File: config.mk
export PLATFORM = sky130hd
export DESIGN_NAME = addr_xlate_top
export DESIGN_NICKNAME = d
export VERILOG_FILES = /design/src/rtl/axl_pkg.sv /design/src/rtl/axl_map_regs.sv /design/src/rtl/axl_outbound.sv /design/src/rtl/axl_inbound_walker.sv /design/src/rtl/addr_xlate_top.sv
export SDC_FILE = /design/constraint.sdc
export NUM_CORES = 1
export LEC_CHECK = 0
export ABC_AREA = 1
export BUFFER_PORTS_ARGS = -buffer_cell sky130_fd_sc_hd__buf_2
export CORE_ASPECT_RATIO = 1.5
export CORE_UTILIZATION = 55
export CTS_CLUSTER_DIAMETER = 50
export CTS_CLUSTER_SIZE = 28
export DETAILED_ROUTE_END_ITERATION = 10
export PLACE_DENSITY = 0.8
export SYNTH_ARGS = -nofsm -noshare
export SYNTH_HDL_FRONTEND = slang
export SYNTH_HIERARCHICAL = 1
export SYNTH_SLANG_ARGS = --single-unit
File: constraint.sdc
create_clock -name clk -period 3.1 [get_ports clk]
set_clock_uncertainty 0.15 [all_clocks]
set_input_delay 0.93 -clock clk [delete_from_list [all_inputs] [get_ports clk]]
set_output_delay 0.93 -clock clk [all_outputs]
set_load 0.01 [all_outputs]
File: src/rtl/axl_pkg.sv
package axl_pkg;

    typedef enum logic [1:0] {
        ST_IDLE,
        ST_SCAN,
        ST_HIT,
        ST_MISS
    } walk_state_e;

    localparam int unsigned SEL_W     = 4;
    localparam logic [SEL_W-1:0] SEL_TXMAP = 4'd0;

    function automatic logic [SEL_W-1:0] sel_size(input int unsigned k);
        return SEL_W'(2 * k + 1);
    endfunction

    function automatic logic [SEL_W-1:0] sel_off(input int unsigned k);
        return SEL_W'(2 * k + 2);
    endfunction

endpackage

File: src/rtl/axl_map_regs.sv
module axl_map_regs
    import axl_pkg::*;
#(
    parameter int unsigned AW   = 32,
    parameter int unsigned NREG = 4
) (
    input  logic                      clk,
    input  logic                      rst_n,
    input  logic                      cfg_we,
    input  logic [SEL_W-1:0]          cfg_sel,
    input  logic [AW-1:0]             cfg_wdata,
    output logic [AW-1:0]             tx_map,
    output logic [NREG-1:0][AW-1:0]   reg_size,
    output logic [NREG-1:0][AW-1:0]   reg_off
);

    localparam logic [AW-1:0] ALIGN_MASK = ~AW'(3);

    always_ff @(posedge clk or negedge rst_n) begin
        if (!rst_n) begin
            tx_map <= '0;
        end else if (cfg_we && cfg_sel == SEL_TXMAP) begin
            tx_map <= cfg_wdata & ALIGN_MASK;
        end
    end

    for (genvar g = 0; g < NREG; g++) begin : g_region
        always_ff @(posedge clk or negedge rst_n) begin
            if (!rst_n) begin
                reg_size[g] <= '0;
                reg_off[g]  <= '0;
            end else if (cfg_we) begin
                if (cfg_sel == sel_size(g)) reg_size[g] <= cfg_wdata & ALIGN_MASK;
                if (cfg_sel == sel_off(g))  reg_off[g]  <= cfg_wdata & ALIGN_MASK;
            end
        end
    end

    AST_MAP_WRITE: assert property (@(posedge clk) disable iff (!rst_n)
        (cfg_we && cfg_sel == SEL_TXMAP) |=> (tx_map == ($past(cfg_wdata) & ALIGN_MASK)));

endmodule

File: src/rtl/axl_outbound.sv
module axl_outbound #(
    parameter int unsigned AW    = 32,
    parameter int unsigned WIN_W = 26
) (
    input  logic          clk,
    input  logic          rst_n,
    input  logic          req_valid,
    input  logic [AW-1:0] req_addr,
    input  logic [AW-1:0] tx_map,
    output logic          rsp_valid,
    output logic [AW-1:0] rsp_addr
);

    localparam int unsigned PAD = AW - WIN_W;

    logic [AW-1:0] window;
    assign window = {{PAD{1'b0}}, req_addr[WIN_W-1:0]};

    always_ff @(posedge clk or negedge rst_n) begin
        if (!rst_n) begin
            rsp_valid <= 1'b0;
            rsp_addr  <= '0;
        end else begin
            rsp_valid <= req_valid;
            if (req_valid) rsp_addr <= window - tx_map;
        end
    end

    AST_OUT_LATENCY: assert property (@(posedge clk) disable iff (!rst_n)
        req_valid |=> rsp_valid);

endmodule

File: src/rtl/axl_inbound_walker.sv
module axl_inbound_walker
    import axl_pkg::*;
#(
    parameter int unsigned AW   = 32,
    parameter int unsigned NREG = 4
) (
    input  logic                      clk,
    input  logic                      rst_n,
    input  logic [NREG-1:0][AW-1:0]   reg_size,
    input  logic [NREG-1:0][AW-1:0]   reg_off,
    input  logic                      req_valid,
    output logic                      req_ready,
    input  logic [AW-1:0]             req_addr,
    output logic                      rsp_valid,
    output logic                      rsp_miss,
    output logic [$clog2(NREG)-1:0]   rsp_region,
    output logic [AW-1:0]             rsp_addr
);

    localparam int unsigned IDX_W = $clog2(NREG);
    localparam logic [IDX_W-1:0] LAST_IDX = IDX_W'(NREG - 1);

    walk_state_e state_q, state_d;
    logic [AW-1:0]    rem_q;
    logic [AW-1:0]    res_q;
    logic [IDX_W-1:0] idx_q;
    logic [IDX_W-1:0] region_q;
    logic [1:0]       lo_q;

    logic [AW-1:0] cur_size;
    logic [AW-1:0] cur_off;
    logic          fits;
    logic          last;

    always_comb begin
        cur_size = reg_size[idx_q];
        cur_off  = reg_off[idx_q];
        fits     = rem_q < cur_size;
        last     = idx_q == LAST_IDX;
    end

    always_comb begin
        state_d = state_q;
        unique case (state_q)
            ST_IDLE: if (req_valid) state_d = ST_SCAN;
            ST_SCAN: begin
                if (fits)      state_d = ST_HIT;
                else if (last) state_d = ST_MISS;
            end
            ST_HIT:  state_d = ST_IDLE;
            ST_MISS: state_d = ST_IDLE;
        endcase
    end

    always_ff @(posedge clk or negedge rst_n) begin
        if (!rst_n) state_q <= ST_IDLE;
        else        state_q <= state_d;
    end

    always_ff @(posedge clk or negedge rst_n) begin
        if (!rst_n) begin
            rem_q    <= '0;
            res_q    <= '0;
            idx_q    <= '0;
            region_q <= '0;
            lo_q     <= '0;
        end else begin
            if (state_q == ST_IDLE && req_valid) begin
                rem_q <= req_addr;
                idx_q <= '0;
                lo_q  <= req_addr[1:0];
            end else if (state_q == ST_SCAN) begin
                region_q <= idx_q;
                if (fits) begin
                    res_q <= rem_q + cur_off;
                end else begin
                    rem_q <= rem_q - cur_size;
                    if (!last) idx_q <= idx_q + 1'b1;
                end
            end
        end
    end

    always_comb begin
        req_ready  = state_q == ST_IDLE;
        rsp_valid  = state_q == ST_HIT || state_q == ST_MISS;
        rsp_miss   = state_q == ST_MISS;
        rsp_addr   = res_q;
        rsp_region = region_q;
    end

    AST_RSP_PULSE: assert property (@(posedge clk) disable iff (!rst_n)
        rsp_valid |=> !rsp_valid);
    AST_BUSY_AFTER_ACCEPT: assert property (@(posedge clk) disable iff (!rst_n)
        (req_valid && req_ready) |=> !req_ready);
    AST_MISS_WITH_VALID: assert property (@(posedge clk) disable iff (!rst_n)
        rsp_miss |-> rsp_valid);
    AST_HIT_LOW_BITS: assert property (@(posedge clk) disable iff (!rst_n)
        (rsp_valid && !rsp_miss) |-> (rsp_addr[1:0] == lo_q));

endmodule

File: src/rtl/addr_xlate_top.sv
module addr_xlate_top
    import axl_pkg::*;
#(
    parameter int unsigned AW    = 32,
    parameter int unsigned WIN_W = 26,
    parameter int unsigned NREG  = 4
) (
    input  logic                    clk,
    input  logic                    rst_n,
    input  logic                    cfg_we,
    input  logic [3:0]              cfg_sel,
    input  logic [AW-1:0]           cfg_wdata,
    input  logic                    out_req_valid,
    input  logic [AW-1:0]           out_req_addr,
    output logic                    out_rsp_valid,
    output logic [AW-1:0]           out_rsp_addr,
    input  logic                    in_req_valid,
    output logic                    in_req_ready,
    input  logic [AW-1:0]           in_req_addr,
    output logic                    in_rsp_valid,
    output logic                    in_rsp_miss,
    output logic [$clog2(NREG)-1:0] in_rsp_region,
    output logic [AW-1:0]           in_rsp_addr
);

    logic [AW-1:0]           tx_map;
    logic [NREG-1:0][AW-1:0] reg_size;
    logic [NREG-1:0][AW-1:0] reg_off;

    axl_map_regs #(.AW(AW), .NREG(NREG)) u_regs (
        .clk(clk), .rst_n(rst_n), .cfg_we(cfg_we), .cfg_sel(cfg_sel),
        .cfg_wdata(cfg_wdata), .tx_map(tx_map), .reg_size(reg_size), .reg_off(reg_off)
    );

    axl_outbound #(.AW(AW), .WIN_W(WIN_W)) u_out (
        .clk(clk), .rst_n(rst_n), .req_valid(out_req_valid), .req_addr(out_req_addr),
        .tx_map(tx_map), .rsp_valid(out_rsp_valid), .rsp_addr(out_rsp_addr)
    );

    axl_inbound_walker #(.AW(AW), .NREG(NREG)) u_in (
        .clk(clk), .rst_n(rst_n), .reg_size(reg_size), .reg_off(reg_off),
        .req_valid(in_req_valid), .req_ready(in_req_ready), .req_addr(in_req_addr),
        .rsp_valid(in_rsp_valid), .rsp_miss(in_rsp_miss), .rsp_region(in_rsp_region),
        .rsp_addr(in_rsp_addr)
    );

endmodule

==> impl_metrics.tcl, run 1 <==
set metrics [dict create \
    clk_pin_slew_ns 0.09 \
    die_area_um2 43900 \
    core_area_um2 42200 \
    critPathLaunchType "flop" \
    p_leak_nw 15.2 \
    grt_max_degree 94 \
    avgRoutedWirePerCell_um 18.0 \
    cts.htree.levels 1 \
    drive_gt1_share_pct 16.1 \
    hold_path_class "input port to asynchronous set/reset pin" \
    drt_pass1_iterations 6 \
    syn2layout_area_growth_pct 17.3 \
    root_buffer "clkbuf_16" \
    grt_usage_pct 35.2 \
    status "finished, violations left" \
    dp_slack_ns -0.237 \
    netlist_area_um2 23700 \
    clk_path_buf_depth 3 \
    post-route-min-period_ns 3.20 \
    total_power_mw 30.9 \
    final_cell_mix "1,403 x nand2_1, 372 x dfrtp_1, 289 x inv_1" \
    drc 0 \
    gp_congestion 0.989 \
    antenna_found_initial 2 \
    nFillCells 3706 \
    finalWorstSetupSlack_ns -0.101 \
    rsz0062_at_grt "yes" \
    ys.flop_type "dfrtp_1" \
    avgSynthCellArea_um2 6.91 \
    worstSkewPairLatency_ns 0.61 \
    crit_top_cell "nand2_1" \
    worst_pin_slew_ns 0.691 \
    power_density_nw_per_um2 1110 \
    cts_buffers 27 \
    start_util_pct 56.1 \
    endpoint_kind "flop" \
    postSynth.asyncResetShare_pct 100 \
    final_common_cell "nand2_1" \
    grt_pass1_wl_um 120000 \
    cts_tree "yes" \
    globalRoute.totalOverflow 0 \
    cp_cell_sequence "buf_12, buf_16, a21oi_1, a32o_1, ha_1, nand2_2, inv_1, nand2_1, nand2_1, a21oi_2, nand2_2, nand2_2, nand2_4, nor2_8, buf_12, inv_8, nand2_1, nand2_1" \
    slew_viol_final 0 \
    ys_seq_elements 373 \
    max_freq_mhz 312 \
    num_rows 92 \
    dp_hpwl_um 55700 \
    finalSetupTns_ns -1.55 \
    routed_via_density 5.59 \
    drt-initial-drc-count 1988 \
    fp.dieW_um 171 \
    crit_slowest_cell "dfrtp_4" \
    timing.final.crit_share_pct 103 \
    crit_fanout 31 \
    irDropWorstVdd_v 0.000757 \
    cts.sinks 373 \
    grt_pass1_vias 22800 \
    yosysSeqAreaShare_pct 39.4 \
    crit_required_ns 3.44 \
    violations "setup timing" \
    fp.dieH_um 256 \
    ant_nets 0 \
    cp.arrival_ns 3.54 \
    worstSetupPathType "flop to flop" \
    finalHoldViolCount 0 \
    wirelength_um 76600 \
    ios 175 \
    ctsHoldBuffers 0 \
    yosysUniqueCellTypes 50 \
    dr_total_vias 23800 \
    nets 3876 \
    final-setup-viol-count 35 \
    max_slew_margin_pct 53.9 \
    synth_edf_count 0 \
    ys_warn_count 6 \
    synth_cells 3428 \
    final_util_pct 65.8 \
    maxCapViolations 0 \
    crit_path_max_incr_delay_ns 0.52 \
    place.port_buffers 166 \
]
-- routing by layer --
metal	routed length [µm]	track usage (%)	vias to the layer above
met1	27400	39.8	11000
met3	5600	4.95	352
li1	-	-	11400
met4	7950	31.8	2
met2	35600	57.0	1083
met5	10	0	-
-- per-stage QoR --
| step | instance area (µm²) | cells | hold WS, ns |
|---|---|---|---|
| 5_1_grt | 27800 | 4264 | 0.150 |
| 6_report | 27800 | 4264 | 0.118 |
| 3_3_place_gp | 26400 | 4209 | 0.298 |
| 3_5_place_dp | 26400 | 4209 | 0.303 |
| 4_1_cts | 27500 | 4260 | 0.158 |
| 2_1_floorplan | 23800 | 3445 | 0.287 |
-- cell families (layout without fill, tap and decap cells) --
logic type | count (synthesis) | count (layout) | synth area share [%]
compound gates | 335 | 335 | 8.41
xor+xnor | 43 | 43 | 1.59
fa+ha+maj | 93 | 93 | 5.01
buf+inv | 504 | 758 | 8.96
flops | 373 | 373 | 39.4
mux | 1 | 1 | 0.0423
other cells | 1 | 19 | 0.0158
simple gates | 2078 | 2078 | 36.6
-- flip-flops by register name, indices dropped and copies added (netlist names) --
name / cells
u_regs/reg_off: 120
u_in/rem_q: 32
u_in/idx_q: 2
u_out/rsp_addr: 32
u_regs/reg_size: 120
u_regs/tx_map: 30
u_in/rsp_addr: 32
u_in/rsp_region: 2
u_in/state_q: 2
u_out/rsp_valid: 1
-- path summary, 6_finish.rpt --
kind	slack, ns	cells after the start	start	end
setup / recovery	-0.10	18	u_in/idx_q[0]	u_in/rsp_addr[0]
hold / removal	0.12	1	rst_n	u_out/rsp_addr[0]
setup reg to reg	-0.10	18	u_in/idx_q[0]	u_in/rsp_addr[0]
hold reg to reg	0.32	2	u_regs/reg_off[83]	u_regs/reg_off[83]
max in group asynchronous	1.88	2	rst_n	u_regs/reg_off[100]
min in group clk	0.32	2	u_regs/reg_off[83]	u_regs/reg_off[83]
-- worst max-delay path, delay by kind of cell (launching register included) --
family / cells / cell delay [ns]
AOI/OAI and AO/OA: 3 / 0.57
DFF: 1 / 0.52
adders and majority gates: 1 / 0.30
buffers and inverters: 5 / 0.61
and+or+nand+nor: 9 / 0.92
-- cell usage after synthesis (all sizes together) (2+ instances only) --
cell | instances | share of area [%]
o211ai | 10 | 0.32
nor2 | 228 | 3.8
buf | 95 | 2.5
a32o | 30 | 1.3
clkbuf | 108 | 1.7
xor2 | 10 | 0.37
xnor2 | 33 | 1.2
nand2 | 1447 | 23
nand3 | 248 | 5.3
dfrtp | 373 | 39
clkinv | 2 | 0.032
or2 | 7 | 0.18
o22ai | 32 | 0.85
nor3 | 20 | 0.44
inv | 299 | 4.7
ha | 90 | 4.8
fa | 3 | 0.25
a21oi | 109 | 2.4
and2 | 7 | 0.18
nand3b | 17 | 0.54
o21ai | 137 | 3.1
o21bai | 8 | 0.25
a21o | 4 | 0.13
nand4 | 102 | 2.7
-- final cells by class --
class	instances	area, µm²	share of cell area [%]
Antenna cell	1	2.50	0.00901
Clock buffer	28	689	2.48
Clock inverter	22	335	1.21
Inverter	301	1160	4.19
Multi-Input combinational cell	2568	12600	45.2
Sequential cell	373	9340	33.6
Tap cell	564	706	2.54
Timing Repair Buffer	406	2980	10.7
Timing Repair inverter	1	11.3	0.0405
-- where the power goes --
part	switching, mW	leakage (nW)	internal [mW]
registers	1.06	4.69	6.18
logic	11.5	10.1	8.06
clock network	2.07	0.498	2.02
total	14.6	15.2	16.3
-- what timing repair did --
item                                    CTS  global route
resized for setup                        23            54
pin swaps                                 0             3
gates cloned                              1             1
endpoints found under the hold margin     0             0
setup buffers                             0             2
endpoints found under the setup margin   62            67
Note: power is estimated with default switching activity, not from simulation.
==> inputs of run 2 (changes only) <==
SYNTH_HIERARCHICAL = not set   (was 1)
==> impl_metrics.tcl, run 2 <==
set metrics [dict create \
    final-setup-viol-count 62 \
    endpoint_kind "flop" \
    critical_path_buf_inv_count 9 \
    worst_pin_slew_ns 1.05 \
    avgRoutedWirePerCell_um 19.6 \
    final_util_pct 72.7 \
    synth.most_common_cell "nand2_1" \
    grt_max_degree 63 \
    crit_slowest_cell "dfrtp_4" \
    antenna_found_initial 0 \
    clk_pin_slew_ns 0.10 \
    ys_warn_count 0 \
    syn2layout_area_growth_pct 29.5 \
    wirelength_um 75100 \
    fp.dieW_um 163 \
    gp_congestion 1.00 \
    yosysTopAreaCell "dfrtp_1" \
    place_area_um2 24900 \
    crit_required_ns 3.42 \
    cts.htree.levels 1 \
    slew_viol_final 0 \
    status "finished, violations left" \
    cp.arrival_ns 3.64 \
    timing.final.crit_share_pct 107 \
    place.port_buffers 166 \
    die_area_um2 39500 \
    grt_pass1_vias 20800 \
    ios 175 \
    netlist_area_um2 21300 \
    num_rows 87 \
    ys.flop_type "dfrtp_1" \
    drc 0 \
    whs_ns 0.0990 \
    cp_cell_sequence "buf_12, buf_12, buf_16, nor2_4, nor2_2, a21oi_1, buf_4, ha_4, nand2_4, inv_4, nand2_2, buf_4, nor3_4, nand2_2, nand2_4, nand2_4, nand2_4, buf_12, nor2_8, inv_8, buf_16, nand2_2, o21ai_2" \
    yosysTopAreaCellShare_pct 43.9 \
    cts_tree "yes" \
    finalHoldViolCount 0 \
    crit_top_cell "nand2_4" \
    globalRoute.totalOverflow 0 \
    ctsHoldBuffers 0 \
    ys_top_cells_by_count "814 x nand2_1, 434 x o21ai_0, 373 x dfrtp_1" \
    max_slew_margin_pct 29.7 \
    worstSkewPairLatency_ns 0.63 \
    avgSynthCellArea_um2 7.30 \
    dr_total_vias 21800 \
    cts.sinks 373 \
    synth_nets 3104 \
    finalWorstSetupSlack_ns -0.225 \
    synth_cells 2912 \
    final_common_cell "nand2_1" \
    irDropWorstVdd_v 0.00133 \
    ys_top_cells_by_area "dfrtp_1 44%, nand2_1 14%, o21ai_0 10%" \
    total_power_mw 37.0 \
    p_leak_nw 13.8 \
    fp.dieH_um 243 \
    drt_pass1_iterations 6 \
    violations "setup timing" \
    critPathLaunchType "flop" \
    drive_gt1_share_pct 24.3 \
    post-route-min-period_ns 3.33 \
    routed_via_density 5.68 \
    wl_met3_um 5040 \
    rsz0062_at_grt "yes" \
    maxCapViolations 0 \
    worstSetupPathType "flop to flop" \
    placed_cells 3760 \
    highest_layer "met4" \
    crit_fanout 11 \
    start_util_pct 56.1 \
    cts_buffers 28 \
    max_freq_mhz 301 \
    final_cell_mix "753 x nand2_1, 384 x o21ai_0, 372 x dfrtp_1" \
    power_density_nw_per_um2 1340 \
    drt-initial-drc-count 2146 \
    grt_usage_pct 37.1 \
    dp_hpwl_um 53300 \
    ys_seq_elements 373 \
    final_area_um2 27500 \
    yosysUniqueCellTypes 43 \
    grt_pass1_wl_um 112000 \
    synth_edf_count 0 \
    dr_wl_met2_um 36000 \
    ant_nets 0 \
    crit_path_max_incr_delay_ns 0.53 \
    root_buffer "clkbuf_16" \
    nets 3523 \
    wl_met1_um 28300 \
    top_regs "u_regs.reg_off x120, u_regs.reg_size x120" \
    final_cells 3842 \
    clk_path_buf_depth 3 \
    hold_path_class "input port to asynchronous set/reset pin" \
    critical-path-top-delay-family "buffers and inverters" \
    postSynth.asyncResetShare_pct 100 \
    yosysSeqAreaShare_pct 43.9 \
    antennaDiodeCount 0 \
    core_area_um2 37900 \
]
## run 2: changes by cell type in the layout (fill, tap and decap cells not counted), sizes merged, moves of 7 or more
cell / before / now
nand4: 102 / 28
a32o: 30 / 0
and2: 7 / 0
nand2: 1447 / 833
o22ai: 32 / 2
o21ai: 137 / 447
buf: 405 / 499
nor2: 228 / 292
conb: 18 / 0
a21oi: 109 / 214
nand3: 248 / 112
## run 2: per-stage QoR
step                setup slack [ns]  setup TNS, ns
floorplan                     0.0390              0
global placement              -0.197         -10.52
detailed placement            -0.254         -12.53
CTS                           -0.124          -4.46
global route                  -0.357         -18.13
finish                        -0.225          -9.74
## run 2: worst paths after layout
path / to / slack [ns] / from / depth (start not counted)
worst min-delay path: u_regs.tx_map[8] / 0.1 / rst_n / 1
max in group asynchronous: u_regs.reg_size[106] / 1.89 / rst_n / 3
worst max-delay path: u_in.rsp_addr[9] / -0.23 / u_in.idx_q[0] / 23
worst min register to register: u_in.rsp_addr[3] / 0.32 / u_in.rsp_addr[3] / 2
worst max register to register: u_in.rsp_addr[9] / -0.23 / u_in.idx_q[0] / 23
min in group clk: u_in.rsp_addr[3] / 0.32 / u_in.rsp_addr[3] / 2
## run 2: power breakdown
group | internal, mW | switching, mW
combinational | 11.4 | 14.3
sequential | 6.25 | 1.06
clock | 1.91 | 2.13
## run 2: kinds of logic after synthesis
logic type | Yosys count | share of synthesized area [%]
adders and majority gates | 87 | 5.22
AOI/OAI and AO/OA | 693 | 16.9
xor gates and xnor gates | 39 | 1.61
DFF | 373 | 43.9
and+or+nand+nor | 1306 | 24.9
buffers and inverters | 413 | 7.48
muxes | 1 | 0.0471
## run 2: what timing repair did
item,4_1_cts,5_1_grt
hold endpoints to repair,0,0
pin swaps,22,38
setup endpoints to repair,66,66
cloned,9,6
gates resized for setup,154,184
setup buffers,10,8
## run 2: layer usage
| layer | global-route usage, % | vias to the layer above |
|---|---|---|
| li1 | - | 10300 |
| met1 | 45.1 | 10300 |
| met4 | 26.1 | 0 |
| met2 | 61.2 | 1014 |
| met3 | 4.00 | 216 |
| met5 | 0 | - |
## run 2: final cells by class
type	instances	area [µm²]
Timing Repair Buffer	506	4000
Tap cell	489	612
Clock inverter	24	324
Inverter	295	1120
Clock buffer	28	701
Sequential cell	373	9340
Fill cell	2978	10300
Multi-Input combinational cell	2127	11400
